==> src/rtl/npc_pkg.sv <==
package npc_pkg;

   localparam int unsigned INST_W   = 32;
   localparam int unsigned RIDX_W   = 5;
   localparam int unsigned OPC_W    = 7;
   localparam int unsigned F3_W     = 3;

   localparam logic [OPC_W-1:0] OPC_COND_BR  = 7'h63;
   localparam logic [OPC_W-1:0] OPC_DIR_JMP  = 7'h6F;
   localparam logic [OPC_W-1:0] OPC_IND_JMP  = 7'h67;

   typedef enum logic [F3_W-1:0] {
      CMP_EQ   = 3'd0,
      CMP_NE   = 3'd1,
      CMP_RSV2 = 3'd2,
      CMP_RSV3 = 3'd3,
      CMP_LT   = 3'd4,
      CMP_GE   = 3'd5,
      CMP_LTU  = 3'd6,
      CMP_GEU  = 3'd7
   } cmp_sel_e;

   typedef enum logic [1:0] {
      XFER_NONE   = 2'd0,
      XFER_BRANCH = 2'd1,
      XFER_DIRECT = 2'd2,
      XFER_INDIR  = 2'd3
   } xfer_kind_e;

   typedef struct packed {
      xfer_kind_e          kind;
      cmp_sel_e            cond;
      logic [RIDX_W-1:0]   rd;
   } xfer_decode_t;

endpackage

==> src/rtl/npc_decode.sv <==
module npc_decode
   import npc_pkg::*;
(
   input  logic [OPC_W-1:0]  opcode_i,
   input  logic [F3_W-1:0]   funct3_i,
   input  logic [RIDX_W-1:0] rd_i,
   output xfer_decode_t      dec_o
);

   xfer_kind_e kind;

   always_comb begin
      unique case (opcode_i)
         OPC_COND_BR: kind = XFER_BRANCH;
         OPC_DIR_JMP: kind = XFER_DIRECT;
         OPC_IND_JMP: kind = (funct3_i == '0) ? XFER_INDIR : XFER_NONE;
         default:     kind = XFER_NONE;
      endcase
   end

   assign dec_o.kind = kind;
   assign dec_o.cond = cmp_sel_e'(funct3_i);
   assign dec_o.rd   = rd_i;

   // an indirect-jump opcode with nonzero funct3 must fall back to sequential
   always_comb begin
      if (opcode_i == OPC_IND_JMP && funct3_i != '0)
         assert_indir_f3_R8: assert (kind == XFER_NONE);
   end

endmodule

==> src/rtl/npc_imm_unpack.sv <==
module npc_imm_unpack
   import npc_pkg::*;
#(
   parameter int unsigned XLEN = 32
) (
   input  logic [INST_W-1:7] ifield_i,
   output logic [XLEN-1:0]   br_off_o,
   output logic [XLEN-1:0]   jmp_off_o,
   output logic [XLEN-1:0]   ind_imm_o
);

   localparam int unsigned BR_W  = 13;
   localparam int unsigned JMP_W = 21;
   localparam int unsigned IND_W = 12;

   generate
      if (XLEN < JMP_W) begin : g_bad_xlen
         $error("npc_imm_unpack: XLEN must hold the widest offset");
      end
   endgenerate

   logic [BR_W-1:0]  br_raw;
   logic [JMP_W-1:0] jmp_raw;
   logic [IND_W-1:0] ind_raw;

   // Conditional-branch offset: bits gathered from both ends of the word
   assign br_raw  = {ifield_i[31], ifield_i[7], ifield_i[30:25],
                     ifield_i[11:8], 1'b0};
   // Direct-jump offset: upper middle field sits below the split low field
   assign jmp_raw = {ifield_i[31], ifield_i[19:12], ifield_i[20],
                     ifield_i[30:21], 1'b0};
   // Indirect-jump immediate is contiguous
   assign ind_raw = ifield_i[31:20];

   assign br_off_o  = {{(XLEN-BR_W){br_raw[BR_W-1]}},   br_raw};
   assign jmp_off_o = {{(XLEN-JMP_W){jmp_raw[JMP_W-1]}}, jmp_raw};
   assign ind_imm_o = {{(XLEN-IND_W){ind_raw[IND_W-1]}}, ind_raw};

   always_comb begin
      assert_br_even_R2: assert (br_off_o[0] == 1'b0);
      assert_jmp_even_R7: assert (jmp_off_o[0] == 1'b0);
      assert_br_sign_R2: assert (br_off_o[XLEN-1] == ifield_i[31]);
      assert_ind_sign_R8: assert (ind_imm_o[XLEN-1] == ifield_i[31]);
   end

endmodule

==> src/rtl/npc_cond_eval.sv <==
module npc_cond_eval
   import npc_pkg::*;
#(
   parameter int unsigned XLEN           = 32,
   parameter bit          USE_SHARED_SUB = 1'b1
) (
   input  cmp_sel_e         sel_i,
   input  logic [XLEN-1:0]  a_i,
   input  logic [XLEN-1:0]  b_i,
   output logic             hit_o
);

   localparam int unsigned MSB = XLEN - 1;

   generate
      if (XLEN < 2) begin : g_bad_xlen
         $error("npc_cond_eval: XLEN too small");
      end
   endgenerate

   logic as_signed;
   logic is_eq;
   logic is_lt;

   assign as_signed = (sel_i == CMP_LT) || (sel_i == CMP_GE);

   generate
      if (USE_SHARED_SUB) begin : g_shared_sub
         // One XLEN+1 subtractor serves equality and both orderings
         logic [XLEN:0] diff;
         logic          ext_a;
         logic          ext_b;
         assign ext_a = as_signed & a_i[MSB];
         assign ext_b = as_signed & b_i[MSB];
         assign diff  = {ext_a, a_i} - {ext_b, b_i};
         assign is_lt = diff[XLEN];
         assign is_eq = ~|diff[XLEN-1:0];
      end else begin : g_native_cmp
         // Separate comparators: shallower, more area
         logic lt_s;
         logic lt_u;
         assign lt_s  = $signed(a_i) < $signed(b_i);
         assign lt_u  = a_i < b_i;
         assign is_lt = as_signed ? lt_s : lt_u;
         assign is_eq = (a_i == b_i);
      end
   endgenerate

   always_comb begin
      unique case (sel_i)
         CMP_EQ:           hit_o = is_eq;
         CMP_NE:           hit_o = ~is_eq;
         CMP_LT, CMP_LTU:  hit_o = is_lt;
         CMP_GE, CMP_GEU:  hit_o = ~is_lt;
         default:          hit_o = 1'b0;
      endcase
   end

   // When signs differ the verdict is fixed by the sign bits alone
   always_comb begin
      if (sel_i == CMP_LT && a_i[MSB] != b_i[MSB])
         assert_signed_split_R4: assert (hit_o == a_i[MSB]);
      if (sel_i == CMP_LTU && a_i[MSB] != b_i[MSB])
         assert_unsigned_split_R5: assert (hit_o == b_i[MSB]);
      if (sel_i == CMP_RSV2 || sel_i == CMP_RSV3)
         assert_reserved_never_R6: assert (!hit_o);
      if (sel_i == CMP_EQ && a_i == b_i)
         assert_eq_hit_R3: assert (hit_o);
   end

endmodule

==> src/rtl/npc_target_sel.sv <==
module npc_target_sel
   import npc_pkg::*;
#(
   parameter int unsigned XLEN            = 32,
   parameter int unsigned STEP            = 4,
   parameter bit          SHARE_PC_ADDER  = 1'b1
) (
   input  xfer_kind_e       kind_i,
   input  logic             cond_hit_i,
   input  logic [XLEN-1:0]  pc_i,
   input  logic [XLEN-1:0]  rs1_i,
   input  logic [XLEN-1:0]  br_off_i,
   input  logic [XLEN-1:0]  jmp_off_i,
   input  logic [XLEN-1:0]  ind_imm_i,
   output logic [XLEN-1:0]  next_pc_o,
   output logic [XLEN-1:0]  seq_pc_o,
   output logic             taken_o
);

   localparam logic [XLEN-1:0] STEP_V = XLEN'(STEP);

   generate
      if (STEP == 0) begin : g_bad_step
         $error("npc_target_sel: STEP must be nonzero");
      end
   endgenerate

   logic [XLEN-1:0] xfer_tgt;

   assign seq_pc_o = pc_i + STEP_V;

   generate
      if (SHARE_PC_ADDER) begin : g_one_adder
         // Mux base and offset first, then one adder for all transfers
         logic [XLEN-1:0] base;
         logic [XLEN-1:0] offs;
         always_comb begin
            unique case (kind_i)
               XFER_DIRECT: begin base = pc_i;  offs = jmp_off_i; end
               XFER_INDIR:  begin base = rs1_i; offs = ind_imm_i; end
               default:     begin base = pc_i;  offs = br_off_i;  end
            endcase
         end
         assign xfer_tgt = base + offs;
      end else begin : g_three_adders
         // Each target computed in parallel, selection after the adders
         logic [XLEN-1:0] br_tgt;
         logic [XLEN-1:0] dir_tgt;
         logic [XLEN-1:0] ind_tgt;
         assign br_tgt  = pc_i + br_off_i;
         assign dir_tgt = pc_i + jmp_off_i;
         assign ind_tgt = rs1_i + ind_imm_i;
         always_comb begin
            unique case (kind_i)
               XFER_DIRECT: xfer_tgt = dir_tgt;
               XFER_INDIR:  xfer_tgt = ind_tgt;
               default:     xfer_tgt = br_tgt;
            endcase
         end
      end
   endgenerate

   always_comb begin
      unique case (kind_i)
         XFER_BRANCH:            taken_o = cond_hit_i;
         XFER_DIRECT, XFER_INDIR: taken_o = 1'b1;
         default:                taken_o = 1'b0;
      endcase
   end

   assign next_pc_o = taken_o ? xfer_tgt : seq_pc_o;

   always_comb begin
      if (kind_i == XFER_NONE)
         assert_none_not_taken_R1: assert (!taken_o);
      if (kind_i == XFER_INDIR)
         assert_indir_target_R8: assert (next_pc_o == rs1_i + ind_imm_i);
   end

endmodule

==> src/rtl/npc_unit.sv <==
module npc_unit
   import npc_pkg::*;
#(
   parameter int unsigned XLEN           = 32,
   parameter int unsigned LINK_STEP      = 4,
   parameter bit          USE_SHARED_SUB = 1'b1,
   parameter bit          SHARE_PC_ADDER = 1'b1
) (
   input  logic [INST_W-1:0]  inst_i,
   input  logic [XLEN-1:0]    pc_i,
   input  logic [XLEN-1:0]    rs1_val_i,
   input  logic [XLEN-1:0]    rs2_val_i,
   output logic [XLEN-1:0]    next_pc_o,
   output logic               taken_o,
   output logic               link_we_o,
   output logic [RIDX_W-1:0]  link_rd_o,
   output logic [XLEN-1:0]    link_val_o
);

   generate
      if (XLEN != 32) begin : g_bad_xlen
         $error("npc_unit: the instruction set fixes XLEN at 32");
      end
      if (LINK_STEP != 4) begin : g_bad_step
         $error("npc_unit: instructions are four bytes wide");
      end
   endgenerate

   xfer_decode_t     dec;
   logic [XLEN-1:0]  br_off;
   logic [XLEN-1:0]  jmp_off;
   logic [XLEN-1:0]  ind_imm;
   logic             cond_hit;
   logic [XLEN-1:0]  seq_pc;

   npc_decode u_decode (
      .opcode_i (inst_i[6:0]),
      .funct3_i (inst_i[14:12]),
      .rd_i     (inst_i[11:7]),
      .dec_o    (dec)
   );

   npc_imm_unpack #(.XLEN(XLEN)) u_imm (
      .ifield_i  (inst_i[INST_W-1:7]),
      .br_off_o  (br_off),
      .jmp_off_o (jmp_off),
      .ind_imm_o (ind_imm)
   );

   npc_cond_eval #(
      .XLEN           (XLEN),
      .USE_SHARED_SUB (USE_SHARED_SUB)
   ) u_cond (
      .sel_i (dec.cond),
      .a_i   (rs1_val_i),
      .b_i   (rs2_val_i),
      .hit_o (cond_hit)
   );

   npc_target_sel #(
      .XLEN           (XLEN),
      .STEP           (LINK_STEP),
      .SHARE_PC_ADDER (SHARE_PC_ADDER)
   ) u_tgt (
      .kind_i     (dec.kind),
      .cond_hit_i (cond_hit),
      .pc_i       (pc_i),
      .rs1_i      (rs1_val_i),
      .br_off_i   (br_off),
      .jmp_off_i  (jmp_off),
      .ind_imm_i  (ind_imm),
      .next_pc_o  (next_pc_o),
      .seq_pc_o   (seq_pc),
      .taken_o    (taken_o)
   );

   logic is_jump;
   assign is_jump    = (dec.kind == XFER_DIRECT) || (dec.kind == XFER_INDIR);
   assign link_we_o  = is_jump && (dec.rd != '0);
   assign link_rd_o  = dec.rd;
   assign link_val_o = seq_pc;

   always_comb begin
      if (!taken_o)
         assert_seq_when_idle_R1: assert (next_pc_o == pc_i + XLEN'(LINK_STEP));
      if (link_we_o)
         assert_link_is_jump_R7: assert (taken_o);
      if (link_we_o)
         assert_link_nonzero_rd_R9: assert (link_rd_o != '0);
      assert_link_old_pc_R9: assert (link_val_o == pc_i + XLEN'(LINK_STEP));
      if (inst_i[6:0] == OPC_COND_BR)
         assert_branch_no_link_R11: assert (!link_we_o);
   end

endmodule

==> config.mk <==
export PLATFORM = sky130hd
export DESIGN_NAME = npc_unit
export DESIGN_NICKNAME = d
export VERILOG_FILES = /design/src/rtl/npc_pkg.sv /design/src/rtl/npc_decode.sv /design/src/rtl/npc_imm_unpack.sv /design/src/rtl/npc_cond_eval.sv /design/src/rtl/npc_target_sel.sv /design/src/rtl/npc_unit.sv
export SDC_FILE = /design/constraint.sdc
export NUM_CORES = 1
export LEC_CHECK = 0
export ABC_AREA = 1
export BUFFER_PORTS_ARGS = -buffer_cell sky130_fd_sc_hd__buf_2
export CORE_MARGIN = 5
export CORE_UTILIZATION = 50
export DETAILED_ROUTE_END_ITERATION = 10
export GPL_TIMING_DRIVEN = 0
export MAX_ROUTING_LAYER = met4
export PLACE_DENSITY = 0.8
export SETUP_SLACK_MARGIN = 0.05
export SLEW_MARGIN = 10
export SYNTH_ARGS = -nofsm -noshare
export SYNTH_HDL_FRONTEND = slang
export SYNTH_SLANG_ARGS = --single-unit
==> constraint.sdc <==
create_clock -name vclk -period 6.1
set_input_delay 1.22 -clock vclk [all_inputs]
set_output_delay 1.22 -clock vclk [all_outputs]
set_load 0.02 [all_outputs]
==> flow_summary.json <==
{
  "maxSlewHeadroom_pct": 62.0,
  "critPathArrivalTime_ns": 4.64,
  "design_area_sq_um": 7850,
  "final_core_util_pct": 62.0,
  "grt_overflow": 0,
  "hp-class": "in -> out",
  "die_area_sq_um": 15300,
  "routabilityCongestion": 1.01,
  "grt_max_degree": 15,
  "start_kind": "input port",
  "dpl.cell_count": 1604,
  "netlist_top_cells_count": "nand2_1 (400), inv_1 (245), nand3_1 (84), nor2_1 (72), nand2_2 (71)",
  "cap_viol_max_count": 0,
  "n_fill_cell": 1342,
  "syn_nets": 1427,
  "initial_core_util_pct": 51.0,
  "status": "completed",
  "io_pins": 199,
  "grt_antenna_before_repair": 3,
  "yosys.area.top_type": "nand2_1",
  "synth_top_area_share_pct": 23.2,
  "timing.hold.ws_ns": 2.78,
  "rows": 41,
  "via_per_inst": 5.06,
  "synth_warnings": 0,
  "drt-initial-drc-count": 618,
  "synthTopCellsByArea": "nand2_1 (23%), inv_1 (14%), ha_1 (12%)",
  "grtUsageTotal_pct": 28.7,
  "synth.avg_cell_area_sq_um": 5.24,
  "crit_path_max_fanout": 10,
  "critPathCaptureType": "output port",
  "drtAntennaViolNets": 0,
  "final.clkbuf_count": 0,
  "slew_viol_final": 0,
  "required_ns": 4.88,
  "max_freq_mhz": 171,
  "synth_cell_types": 49,
  "io_buffers": 199,
  "fin_nets": 1635,
  "dp_hpwl_mm": 19.7,
  "post-route-period-util_pct": 96.0,
  "die_h_um": 124,
  "grt_pass1_wl_mm": 34.7,
  "total_leakage_power_nw": 4.84,
  "critPathKind": "in -> out",
  "die_x_um": 124,
  "grt_pass1_vias": 7640,
  "vias": 8171,
  "yosysMostFrequentCell": "nand2_1",
  "netlist_area_sq_um": 6460,
  "drive_gt1_share_pct": 24.5,
  "drt_wl_total_mm": 22.2,
  "finalSetupViolCount": 0,
  "fin_crit_ns": 5.86,
  "syn_inst": 1233,
  "total_power_uw": 661,
  "regArea_sq_um": 0,
  "pwr_density_cell_nw_per_um2": 84.2,
  "avgRoutedWirePerCell_um": 13.8,
  "tightest_slew_ns": 0.565,
  "hold_viol": 0,
  "coreArea_sq_um": 12700,
  "rsz0062_at_grt": "yes",
  "post_dp_cell_area_sq_um": 7670,
  "seq_cells": 0,
  "stdcell_count": 1614,
  "route.detailed.drc": 0,
  "postCtsHoldBufs": 0,
  "area_delta_synth_final_pct": 21.5,
  "irDropWorstVdd_mv": 0.0351,
  "seq_area_frac_synth_pct": 0,
  "drtPass1Iterations": 5
}
-- cell type report --
type               instances  area (sq um)  share of cell area (%)
diodes                     3          7.51                  0.0956
plain buffers             23           229                    2.92
inverters                250           938                    12.0
multi-input cells        960          5410                    68.9
well taps                172           215                    2.74
repair buffers           206          1050                    13.4
-- worst paths after layout --
kind | cells after the start | slack, ns | from | end
min | 3 | 2.78 | pc_i[13] | link_val_o[13]
max | 24 | 0.24 | inst_i[1] | next_pc_o[30]
-- per-stage QoR --
step / setup WS, ns / TNS [ns]
finish: 0.244 / 0
global route: 0.0245 / 0
CTS: 0.0440 / 0
detailed placement: -1.13 / -15.77
global placement: -1.07 / -14.69
floorplan: 0.150 / 0
-- what timing repair did --
| action | CTS | global route |
|---|---|---|
| buffers inserted | 2 | 5 |
| pin swaps | 3 | 8 |
| setup endpoints to repair | 26 | 16 |
| gates resized for setup | 19 | 20 |
| cloned | 0 | 0 |
-- cell usage in the layout (no fill, tap or decap), types with 3 or more instances in the layout --
cell type	instances
a21o_1	3
a21oi_1	58
a31oi_1	4
and2_1	3
buf_12	3
buf_2	199
buf_4	14
buf_6	3
clkbuf_2	5
clkbuf_8	3
clkinv_1	3
diode_2	3
ha_1	64
inv_1	242
inv_2	5
nand2_1	395
nand2_2	75
nand3_1	82
nand3_2	9
nand4_1	18
nor2_1	71
nor2_2	10
nor2_4	3
nor3_1	21
nor3_2	4
nor3_4	3
o211ai_1	3
o21ai_0	38
xnor2_1	9
xor2_1	54
-- power breakdown --
part           switching, mW  internal, mW
logic                  0.417         0.244
registers                  0             0
clock network              0  0.0000000657
total                  0.417         0.244
-- logic make-up (layout without fill, tap and decap cells) --
family / Yosys count / after routing / share of synthesized area [%]
and+or+nand+nor: 707 / 707 / 50.0
buffers and inverters: 273 / 479 / 18.0
AOI/OAI and AO/OA: 123 / 123 / 10.4
adders and majority gates: 66 / 66 / 13.0
xor gates and xnor gates: 64 / 64 / 8.67
other: 0 / 3 / 0
-- worst max-delay path, cell delays in order --
cell and delay [ns]:
buf_2 0.10, nand2_1 0.24, nor3_2 0.08, nand3_2 0.14, clkbuf_1 0.46, o21ai_0 0.17, ha_1 0.25, fa_2 0.37
nand3_1 0.09, nand2_1 0.09, nand3_1 0.09, nand2_2 0.09, a21oi_4 0.19, inv_1 0.08, nand3_1 0.08, nand3_2 0.09
nand3_1 0.10, nand2_2 0.08, nand2_1 0.07, nand2_1 0.06, xor2_1 0.20, nand2_2 0.08, nand2_2 0.05, buf_2 0.16
-- metal layers --
metal	track usage, %	up-vias	wire (um)
li1	-	4254	-
met1	34.0	3595	9110
met5	-	-	0
met3	2.00	54	1400
met4	8.30	0	691
met2	52.0	268	11000
(Power assumes the default switching activity.)
